`src/rtl/rxphy_mgmt_pkg.sv`:
```
package rxphy_mgmt_pkg;

   localparam int NUM_REGS = 9;

   // Slot order sets the offset (base + slot * stride).
   typedef enum logic [3:0] {
      SLOT_MEAS    = 4'd0,
      SLOT_MVALID  = 4'd1,
      SLOT_CALDONE = 4'd2,
      SLOT_CALBUSY = 4'd3,
      SLOT_CHSEL   = 4'd4,
      SLOT_FWDEN   = 4'd5,
      SLOT_RXRST   = 4'd6,
      SLOT_WAITST  = 4'd7,
      SLOT_CONFIG  = 4'd8
   } reg_slot_e;

   typedef enum logic [1:0] {
      AREA_NONE   = 2'd0,
      AREA_WINDOW = 2'd1,
      AREA_REGS   = 2'd2
   } area_e;

   typedef struct packed {
      area_e     area;
      reg_slot_e slot;
   } decode_t;

endpackage

```
`src/rtl/rxphy_addr_decode.sv`:
```
module rxphy_addr_decode
   import rxphy_mgmt_pkg::*;
#(
   parameter int HOST_AW    = 16,
   parameter int WIN_BYTES  = 4096,
   parameter int REG_BASE   = 'h1000,
   parameter int REG_STRIDE = 'h10
) (
   input  logic [HOST_AW-1:0] addr,
   output decode_t            dec
);
   localparam int STRIDE_SH = $clog2(REG_STRIDE);
   localparam logic [HOST_AW-1:0] WIN_END = HOST_AW'(WIN_BYTES);
   localparam logic [HOST_AW-1:0] BASE_V  = HOST_AW'(REG_BASE);
   localparam logic [HOST_AW-1:0] NREG_V  = HOST_AW'(NUM_REGS);

   logic [HOST_AW-1:0] rel;
   logic [HOST_AW-1:0] slot_num;

   always_comb begin
      rel      = addr - BASE_V;
      slot_num = rel >> STRIDE_SH;
      dec.area = AREA_NONE;
      dec.slot = SLOT_MEAS;
      if (addr < WIN_END) begin
         dec.area = AREA_WINDOW;
      end else if (addr >= BASE_V && rel[STRIDE_SH-1:0] == '0 && slot_num < NREG_V) begin
         dec.area = AREA_REGS;
         dec.slot = reg_slot_e'(slot_num[3:0]);
      end
   end
endmodule

```
`src/rtl/rxphy_ctrl_regs.sv`:
```
module rxphy_ctrl_regs
   import rxphy_mgmt_pkg::*;
#(
   parameter int SEL_W = 2
) (
   input  logic             clk,
   input  logic             rst_n,
   input  logic             wr_en,
   input  reg_slot_e        slot,
   input  logic [SEL_W-1:0] wbits,
   output logic [SEL_W-1:0] chan_sel,
   output logic             fwd_en,
   output logic             rx_rst
);
   always_ff @(posedge clk) begin
      if (!rst_n) begin
         chan_sel <= '0;
         fwd_en   <= 1'b0;
         rx_rst   <= 1'b0;
      end else if (wr_en) begin
         unique case (slot)
            SLOT_CHSEL: chan_sel <= wbits;
            SLOT_FWDEN: fwd_en   <= wbits[0];
            SLOT_RXRST: rx_rst   <= wbits[0];
            default: ;
         endcase
      end
   end
endmodule

```
`src/rtl/rxphy_win_fwd.sv`:
```
module rxphy_win_fwd #(
   parameter int NUM_CH = 3,
   parameter int DATA_W = 32,
   parameter int SEL_W  = 2,
   parameter int DS_AW  = 10
) (
   input  logic                     clk,
   input  logic                     rst_n,
   input  logic                     win_rd,
   input  logic                     win_wr,
   input  logic                     fwd_en,
   input  logic [SEL_W-1:0]         chan_sel,
   input  logic [DS_AW-1:0]         word_off,
   input  logic [DATA_W-1:0]        wdata,
   output logic [DS_AW-1:0]         xcvr_addr,
   output logic [NUM_CH-1:0]        xcvr_read,
   output logic [NUM_CH-1:0]        xcvr_write,
   output logic [DATA_W-1:0]        xcvr_wdata,
   input  logic [NUM_CH*DATA_W-1:0] xcvr_rdata,
   input  logic [NUM_CH-1:0]        xcvr_waitreq,
   output logic                     sel_wait,
   output logic                     fwd_wait,
   output logic [DATA_W-1:0]        fwd_rdata
);
   logic [NUM_CH-1:0] hit;
   logic [DATA_W-1:0] masked [NUM_CH];

   assign xcvr_addr  = word_off;
   assign xcvr_wdata = wdata;

   genvar g;
   generate
      for (g = 0; g < NUM_CH; g++) begin : g_ch
         assign hit[g]        = (chan_sel == SEL_W'(g));
         assign xcvr_read[g]  = fwd_en & hit[g] & win_rd;
         assign xcvr_write[g] = fwd_en & hit[g] & win_wr;
         assign masked[g]     = (fwd_en & hit[g] & win_rd) ? xcvr_rdata[g*DATA_W +: DATA_W] : '0;
      end
   endgenerate

   always_comb begin
      fwd_rdata = '0;
      for (int k = 0; k < NUM_CH; k++) fwd_rdata = fwd_rdata | masked[k];
   end

   assign sel_wait = |(hit & xcvr_waitreq);
   assign fwd_wait = fwd_en & (win_rd | win_wr) & sel_wait;

   assert_strobe_onehot_R1: assert property (@(posedge clk) disable iff (!rst_n)
      $onehot0(xcvr_read | xcvr_write));
   assert_gate_off_R3: assert property (@(posedge clk) disable iff (!rst_n)
      !fwd_en |-> (xcvr_read == '0 && xcvr_write == '0 && !fwd_wait));
   assert_no_channel_R2: assert property (@(posedge clk) disable iff (!rst_n)
      (chan_sel >= SEL_W'(NUM_CH)) |-> (xcvr_read == '0 && xcvr_write == '0 && fwd_rdata == '0));
endmodule

```
`src/rtl/rxphy_mgmt_bridge.sv`:
```
module rxphy_mgmt_bridge
   import rxphy_mgmt_pkg::*;
#(
   parameter int          HOST_AW    = 16,
   parameter int          DATA_W     = 32,
   parameter int          NUM_CH     = 3,
   parameter int          WIN_BYTES  = 4096,
   parameter int          REG_BASE   = 'h1000,
   parameter int          REG_STRIDE = 'h10,
   parameter logic        ALT_PLL    = 1'b0,
   localparam int         SEL_W      = $clog2(NUM_CH + 1),
   localparam int         WIN_AW     = $clog2(WIN_BYTES),
   localparam int         DS_AW      = WIN_AW - 2
) (
   input  logic                     clk,
   input  logic                     rst_n,
   input  logic [HOST_AW-1:0]       host_addr,
   input  logic                     host_read,
   input  logic                     host_write,
   input  logic [DATA_W-1:0]        host_wdata,
   output logic [DATA_W-1:0]        host_rdata,
   output logic                     host_waitreq,
   output logic [DS_AW-1:0]         xcvr_addr,
   output logic [NUM_CH-1:0]        xcvr_read,
   output logic [NUM_CH-1:0]        xcvr_write,
   output logic [DATA_W-1:0]        xcvr_wdata,
   input  logic [NUM_CH*DATA_W-1:0] xcvr_rdata,
   input  logic [NUM_CH-1:0]        xcvr_waitreq,
   input  logic [DATA_W-1:0]        meas_value,
   input  logic                     meas_valid,
   input  logic                     cal_done,
   input  logic                     cal_busy,
   output logic                     rx_xcvr_reset
);
   generate
      if (NUM_CH < 1) begin : g_chk_ch
         $error("NUM_CH must be at least 1");
      end
      if (REG_BASE < WIN_BYTES) begin : g_chk_base
         $error("register bank overlaps the window");
      end
      if ((REG_STRIDE & (REG_STRIDE - 1)) != 0 || REG_STRIDE < 4) begin : g_chk_stride
         $error("REG_STRIDE must be a power of two of at least 4");
      end
      if ((WIN_BYTES & (WIN_BYTES - 1)) != 0 || WIN_BYTES < 8) begin : g_chk_win
         $error("WIN_BYTES must be a power of two");
      end
      if (DATA_W < SEL_W) begin : g_chk_dw
         $error("DATA_W too narrow");
      end
   endgenerate

   decode_t           dec;
   logic [SEL_W-1:0]  chan_sel;
   logic              fwd_en;
   logic              rx_rst;
   logic              sel_wait;
   logic              fwd_wait;
   logic [DATA_W-1:0] fwd_rdata;
   logic [DATA_W-1:0] reg_rdata;
   logic              in_win;
   logic              in_regs;

   rxphy_addr_decode #(
      .HOST_AW(HOST_AW), .WIN_BYTES(WIN_BYTES),
      .REG_BASE(REG_BASE), .REG_STRIDE(REG_STRIDE)
   ) u_dec (
      .addr(host_addr), .dec(dec)
   );

   assign in_win  = (dec.area == AREA_WINDOW);
   assign in_regs = (dec.area == AREA_REGS);

   rxphy_ctrl_regs #(.SEL_W(SEL_W)) u_regs (
      .clk(clk), .rst_n(rst_n),
      .wr_en(host_write & in_regs), .slot(dec.slot),
      .wbits(host_wdata[SEL_W-1:0]),
      .chan_sel(chan_sel), .fwd_en(fwd_en), .rx_rst(rx_rst)
   );

   rxphy_win_fwd #(
      .NUM_CH(NUM_CH), .DATA_W(DATA_W), .SEL_W(SEL_W), .DS_AW(DS_AW)
   ) u_fwd (
      .clk(clk), .rst_n(rst_n),
      .win_rd(host_read & in_win), .win_wr(host_write & in_win),
      .fwd_en(fwd_en), .chan_sel(chan_sel),
      .word_off(host_addr[WIN_AW-1:2]), .wdata(host_wdata),
      .xcvr_addr(xcvr_addr), .xcvr_read(xcvr_read), .xcvr_write(xcvr_write),
      .xcvr_wdata(xcvr_wdata), .xcvr_rdata(xcvr_rdata), .xcvr_waitreq(xcvr_waitreq),
      .sel_wait(sel_wait), .fwd_wait(fwd_wait), .fwd_rdata(fwd_rdata)
   );

   always_comb begin
      reg_rdata = '0;
      unique case (dec.slot)
         SLOT_MEAS:    reg_rdata    = meas_value;
         SLOT_MVALID:  reg_rdata[0] = meas_valid;
         SLOT_CALDONE: reg_rdata[0] = cal_done;
         SLOT_CALBUSY: reg_rdata[0] = cal_busy;
         SLOT_CHSEL:   reg_rdata[SEL_W-1:0] = chan_sel;
         SLOT_FWDEN:   reg_rdata[0] = fwd_en;
         SLOT_RXRST:   reg_rdata[0] = rx_rst;
         SLOT_WAITST:  reg_rdata[0] = sel_wait;
         SLOT_CONFIG:  reg_rdata[0] = ALT_PLL;
         default:      reg_rdata    = '0;
      endcase
   end

   always_comb begin
      host_rdata = '0;
      if (in_win)       host_rdata = fwd_rdata;
      else if (in_regs) host_rdata = reg_rdata;
   end

   assign host_waitreq  = in_win & fwd_wait;
   assign rx_xcvr_reset = rx_rst;

   assert_reg_nowait_R9: assert property (@(posedge clk) disable iff (!rst_n)
      ((host_read | host_write) && !in_win) |-> !host_waitreq);
   assert_rst_follows_R5: assert property (@(posedge clk) disable iff (!rst_n)
      (host_write && in_regs && dec.slot == SLOT_RXRST) |=> (rx_xcvr_reset == $past(host_wdata[0])));
   assert_ignore_write_R10: assert property (@(posedge clk) disable iff (!rst_n)
      (host_write && dec.area == AREA_NONE) |=> $stable(rx_xcvr_reset));
   assert_undecoded_zero_R10: assert property (@(posedge clk) disable iff (!rst_n)
      (host_read && dec.area == AREA_NONE) |-> (host_rdata == '0));
endmodule

```
`config.mk`:
```
export PLATFORM = sky130hd
export DESIGN_NAME = rxphy_mgmt_bridge
export DESIGN_NICKNAME = d
export VERILOG_FILES = /design/src/rtl/rxphy_mgmt_pkg.sv /design/src/rtl/rxphy_addr_decode.sv /design/src/rtl/rxphy_ctrl_regs.sv /design/src/rtl/rxphy_win_fwd.sv /design/src/rtl/rxphy_mgmt_bridge.sv
export SDC_FILE = /design/constraint.sdc
export NUM_CORES = 1
export LEC_CHECK = 0
export BUFFER_PORTS_ARGS = -buffer_cell sky130_fd_sc_hd__buf_2
export CORE_AREA = 3 3 102 104
export DETAILED_ROUTE_END_ITERATION = 10
export DIE_AREA = 0 0 105 107
export HOLD_SLACK_MARGIN = 0.02
export MAX_ROUTING_LAYER = met4
export PLACE_DENSITY = 0.7
export SYNTH_ARGS = -nofsm -noshare
export SYNTH_HDL_FRONTEND = slang
export SYNTH_HIERARCHICAL = 1
export SYNTH_SLANG_ARGS = --single-unit
export TNS_END_PERCENT = 5
```
`constraint.sdc`:
```
create_clock -name clk -period 10.4 [get_ports clk]
set_input_delay 3.12 -clock clk [delete_from_list [all_inputs] [get_ports clk]]
set_output_delay 3.12 -clock clk [all_outputs]
set_load 0.005 [all_outputs]
```
# == After elaboration in Yosys (flattened, before gate mapping) ==
# Cells that the tools add are included.
# classes
n_addsub,1
mux,11
eq_ne,11
bitwise_logic,19
reduce_logical,9
order_cmp,3
# ops
cell,count
$mux 32,5
$or 32x32->32,2
$mux 30,1
$eq 4x3->1 const B,4
$ge 16x13->1 const B,1
$lt 16x13->1 const B,1
$sub 16x13->16 const B,1
$and 1x1->1,15
$lt 12x4->1 const B,1
$eq 4x2->1 const B,2
$logic_not 4->1,2
$pmux 1 s8,1
$mux 6,1
$reduce_and 2->1,3
$eq 2x1->1 const B,2
$eq 2x2->1 const B,2
$eq 4x1->1 const B,1
$mux 4,1
$and 3x3->3,1
$reduce_or 3->1,1
$logic_and 1x1->1,2
$logic_not 2->1,1
$mux 2,1
$pmux 1 s2,1
$or 1x1->1,1
# word_totals
ff_bits,4
inputBits,186

# == Longest topological paths before layout ==
# logic_depth
word_depth,13
depth_mapped,13

# == Hierarchy ==
# Netlist, hierarchy kept.
# by_module_without_submodules
module,area_per_inst_um2,cells_per_inst,instances,seq_area_each_um2
rxphy_win_fwd,1313.8,164,1,0.0
rxphy_mgmt_bridge,474.2,55,1,0.0
rxphy_ctrl_regs,197.7,18,1,80.1
rxphy_addr_decode,90.1,13,1,0.0

# == Worst setup path after synthesis ==
# Ideal clock, no wire load.
# synth_timing
path_type,input port to output port
startpoint,input port host_addr[2]
endpoint,output port host_rdata[0]
stages,6
required_time_ns,7.280
n_path_buf,0
setup_slack_ns,1.881
t_arrival_ns,5.399
cell_sequence,nor4b_2 nand4_2 nor3b_1 mux4_2 or2_0 a32o_1
# synth_rtl
element,line_no,text
from (decl),rxphy_mgmt_bridge.sv:17,"input logic [HOST_AW-1:0] host_addr,"
to (decl),rxphy_mgmt_bridge.sv:21,"output logic [DATA_W-1:0] host_rdata,"

==> results.json <==
{
  "gr-usage-all-layers_pct": 12.8,
  "cp.arrival_ns": 5.83,
  "post_cts_resized": 0,
  "cts_buffer_depth": 2,
  "place.gp.congestion": 0.779,
  "synth-main-ff-cell": "dfxtp_1",
  "clkLatencyLatePin_ns": 0.22,
  "clock-sinks": 4,
  "grt_start_max_net_pins": 41,
  "slew_headroom_pct": 25.9,
  "antenna_found_initial": 0,
  "routedWlPerCell_um": 14.6,
  "status": "finished clean",
  "drv_cap": 0,
  "cts_tree": "done",
  "drtAntennaViolNets": 0,
  "synth_top_area_share_pct": 18.8,
  "crit_fanout": 18,
  "synthesis.nets": 436,
  "grt_pass1_vias": 2339,
  "synthCells": 250,
  "leakagePower_nw": 1.42,
  "comb_power_share_pct": 47.6,
  "setup_viol": 0,
  "pwr-share-seq_pct": 16.6,
  "dpl_cell_area_um2": 2840,
  "n_fill_cell": 1051,
  "die_y_um": 107,
  "ys_ff_latch": 4,
  "timing.final.crit_share_pct": 86.1,
  "synthSimpleGateAreaFrac_pct": 23.7,
  "grt_overflow": 0,
  "synth_top_area_cell": "mux2i_1",
  "vdd_drop_max_mv": 0.0554,
  "synth_compound_area_share_pct": 28.3,
  "fp.dieW_um": 105,
  "vias": 2437,
  "start_util_pct": 21.5,
  "hold_path_class": "flip-flop to flip-flop",
  "synthDistinctLibCells": 39,
  "power_switching_uw": 26.9,
  "internal_power_uw": 66.4,
  "post_synth_mux_area_share_pct": 19.9,
  "crit_type": "input port to output port",
  "cp-start-kind": "input port",
  "worst_pin_slew_ns": 1.11,
  "cts_buffers": 3,
  "synth_common_cells": "buf_4 (45), mux2i_1 (39), a22o_1 (30)",
  "fin_nets": 594,
  "power_density_nw_per_um2": 32.4,
  "required_ns": 7.28,
  "wl_mm": 7.87,
  "synth_most_common_cell": "buf_4",
  "clockPowerShare_pct": 35.9,
  "cts_hold_buf": 0,
  "floorplan.core_area_um2": 9640,
  "drive_gt1_share_pct": 70.7,
  "synth_top_family_by_area": "compound AO/OA/AOI/OAI gates",
  "regArea_um2": 81.3,
  "end_kind": "output port",
  "port_buffers": 207,
  "fin_crit_ns": 8.95,
  "root_buffer": "clkbuf_8",
  "dr.pass1.iters": 4,
  "p_sw_share_pct": 28.8,
  "final_cell_area_um2": 2880,
  "drtIter0Drc": 97,
  "max_freq_mhz": 112,
  "synthXorXnorAreaFrac_pct": 0,
  "rrSetupSlack_ns": 9.22,
  "seq_area_frac_synth_pct": 3.86,
  "synth-async-reset-ratio_pct": 0,
  "synthTopCellsByArea": "mux2i_1 (19%), buf_4 (16%), a22o_1 (13%)",
  "fin_skew_ns": 0,
  "h-tree-depth": 1,
  "grt_pass1_wl_mm": 11.5,
  "diodes": 0,
  "fin_setup_tns_ns": 0,
  "synthAdderAreaFrac_pct": 0,
  "multi_input_area_um2": 1500,
  "synth_edf_count": 0,
  "rows": 36,
  "yosysWarnings": 6,
  "drc_errors": 0,
  "viasPerCell": 4.52,
  "netlist_area_um2": 2080,
  "pin_count": 268,
  "hold_viol": 0,
  "rsz0062_at_grt": "false",
  "avgSynthCellArea_um2": 8.30,
  "die-area_um2": 11200,
  "clk_pin_slew_ns": 0.03,
  "areaGrowthSynthToFinish_pct": 38.9,
  "dp_hpwl_mm": 6.43,
  "post_cts_buffers": 0,
  "slew_viol_final": 0
}
-- cell usage in the layout (no fill, tap or decap), types with 2 or more instances in the layout --
cell type / count
nor3b_2: 2
o21ai_2: 29
nand2_2: 29
inv_1: 3
a211oi_1: 2
buf_2: 207
buf_4: 6
nor2_1: 3
o21ai_1: 3
a21oi_1: 2
dfxtp_1: 3
nor3b_1: 4
a22o_1: 30
mux2i_1: 39
and2_1: 3
nor3_1: 5
clkbuf_8: 3
nand2_1: 12
-- critical path, stage by stage --
cell and delay [ns]:
buf_2 0.11, nor4b_2 0.29, nand4_2 0.19, a21oi_1 0.33
or3b_4 0.46, nor4_4 0.65, buf_4 0.39, a22o_1 0.17
buf_2 0.11
-- cell families after synthesis --
kind of cell | after synthesis
AND/OR/NAND/NOR | 73
flip-flops | 4
multiplexers | 40
AO/OA/AOI/OAI | 70
buffers and inverters | 63
-- routing by layer --
layer  wire [µm]  global-route usage (%)  part of all wire (%)  vias up
met5           0                       -                     0        -
met4         103                    2.81                   1.3        0
met3         651                    1.99                   8.3       12
met2        4010                    23.1                    51      142
met1        3110                    14.9                    39     1095
li1            -                       -                     -     1188
-- power by group through the flow --
stage | sequential [mW] | combinational (mW) | clock (mW)
6_report | 0.0154 | 0.0444 | 0.0334
5_1_grt | 0.0154 | 0.0486 | 0.0353
4_1_cts | 0.0154 | 0.0445 | 0.0344
3_5_place_dp | 0.0157 | 0.0444 | 0
3_3_place_gp | 0.0157 | 0.0435 | 0
2_1_floorplan | 0.0157 | 0.0216 | 0
-- sequential cells by signal, indices dropped and copies added, names as in the netlist --
name	flops
u_regs/chan_sel	2
u_regs/fwd_en	1
u_regs/rx_rst	1
-- cell type report --
class	instances	share of cell area, %
Clock buffer	3	1.43
Multi-Input combinational cell	183	52.1
Inverter	3	0.391
Timing Repair Buffer	213	37.5
Sequential cell	4	2.82
Tap cell	133	5.77
-- worst paths after layout --
check | startpoint | endpoint | cells past startpoint
max reg2reg | u_regs/chan_sel[0] | u_regs/chan_sel[0] | 3
max | host_addr[2] | host_rdata[25] | 9
min | u_regs/rx_rst | u_regs/rx_rst | 2
min reg2reg | u_regs/rx_rst | u_regs/rx_rst | 2
-- through the flow --
stage	hold slack [ns]	instances	util, %	setup WS, ns	power (mW)
after global placement	0.469	536	29.5	1.59	0.0592
after global routing	0.550	539	29.9	1.22	0.0994
final	0.493	539	29.9	1.45	0.0933
after floorplan	0.464	250	-	1.88	0.0372
after detailed placement	0.482	536	29.5	1.43	0.0601
after CTS	0.488	539	29.9	1.42	0.0943
(Power assumes the default switching activity.)
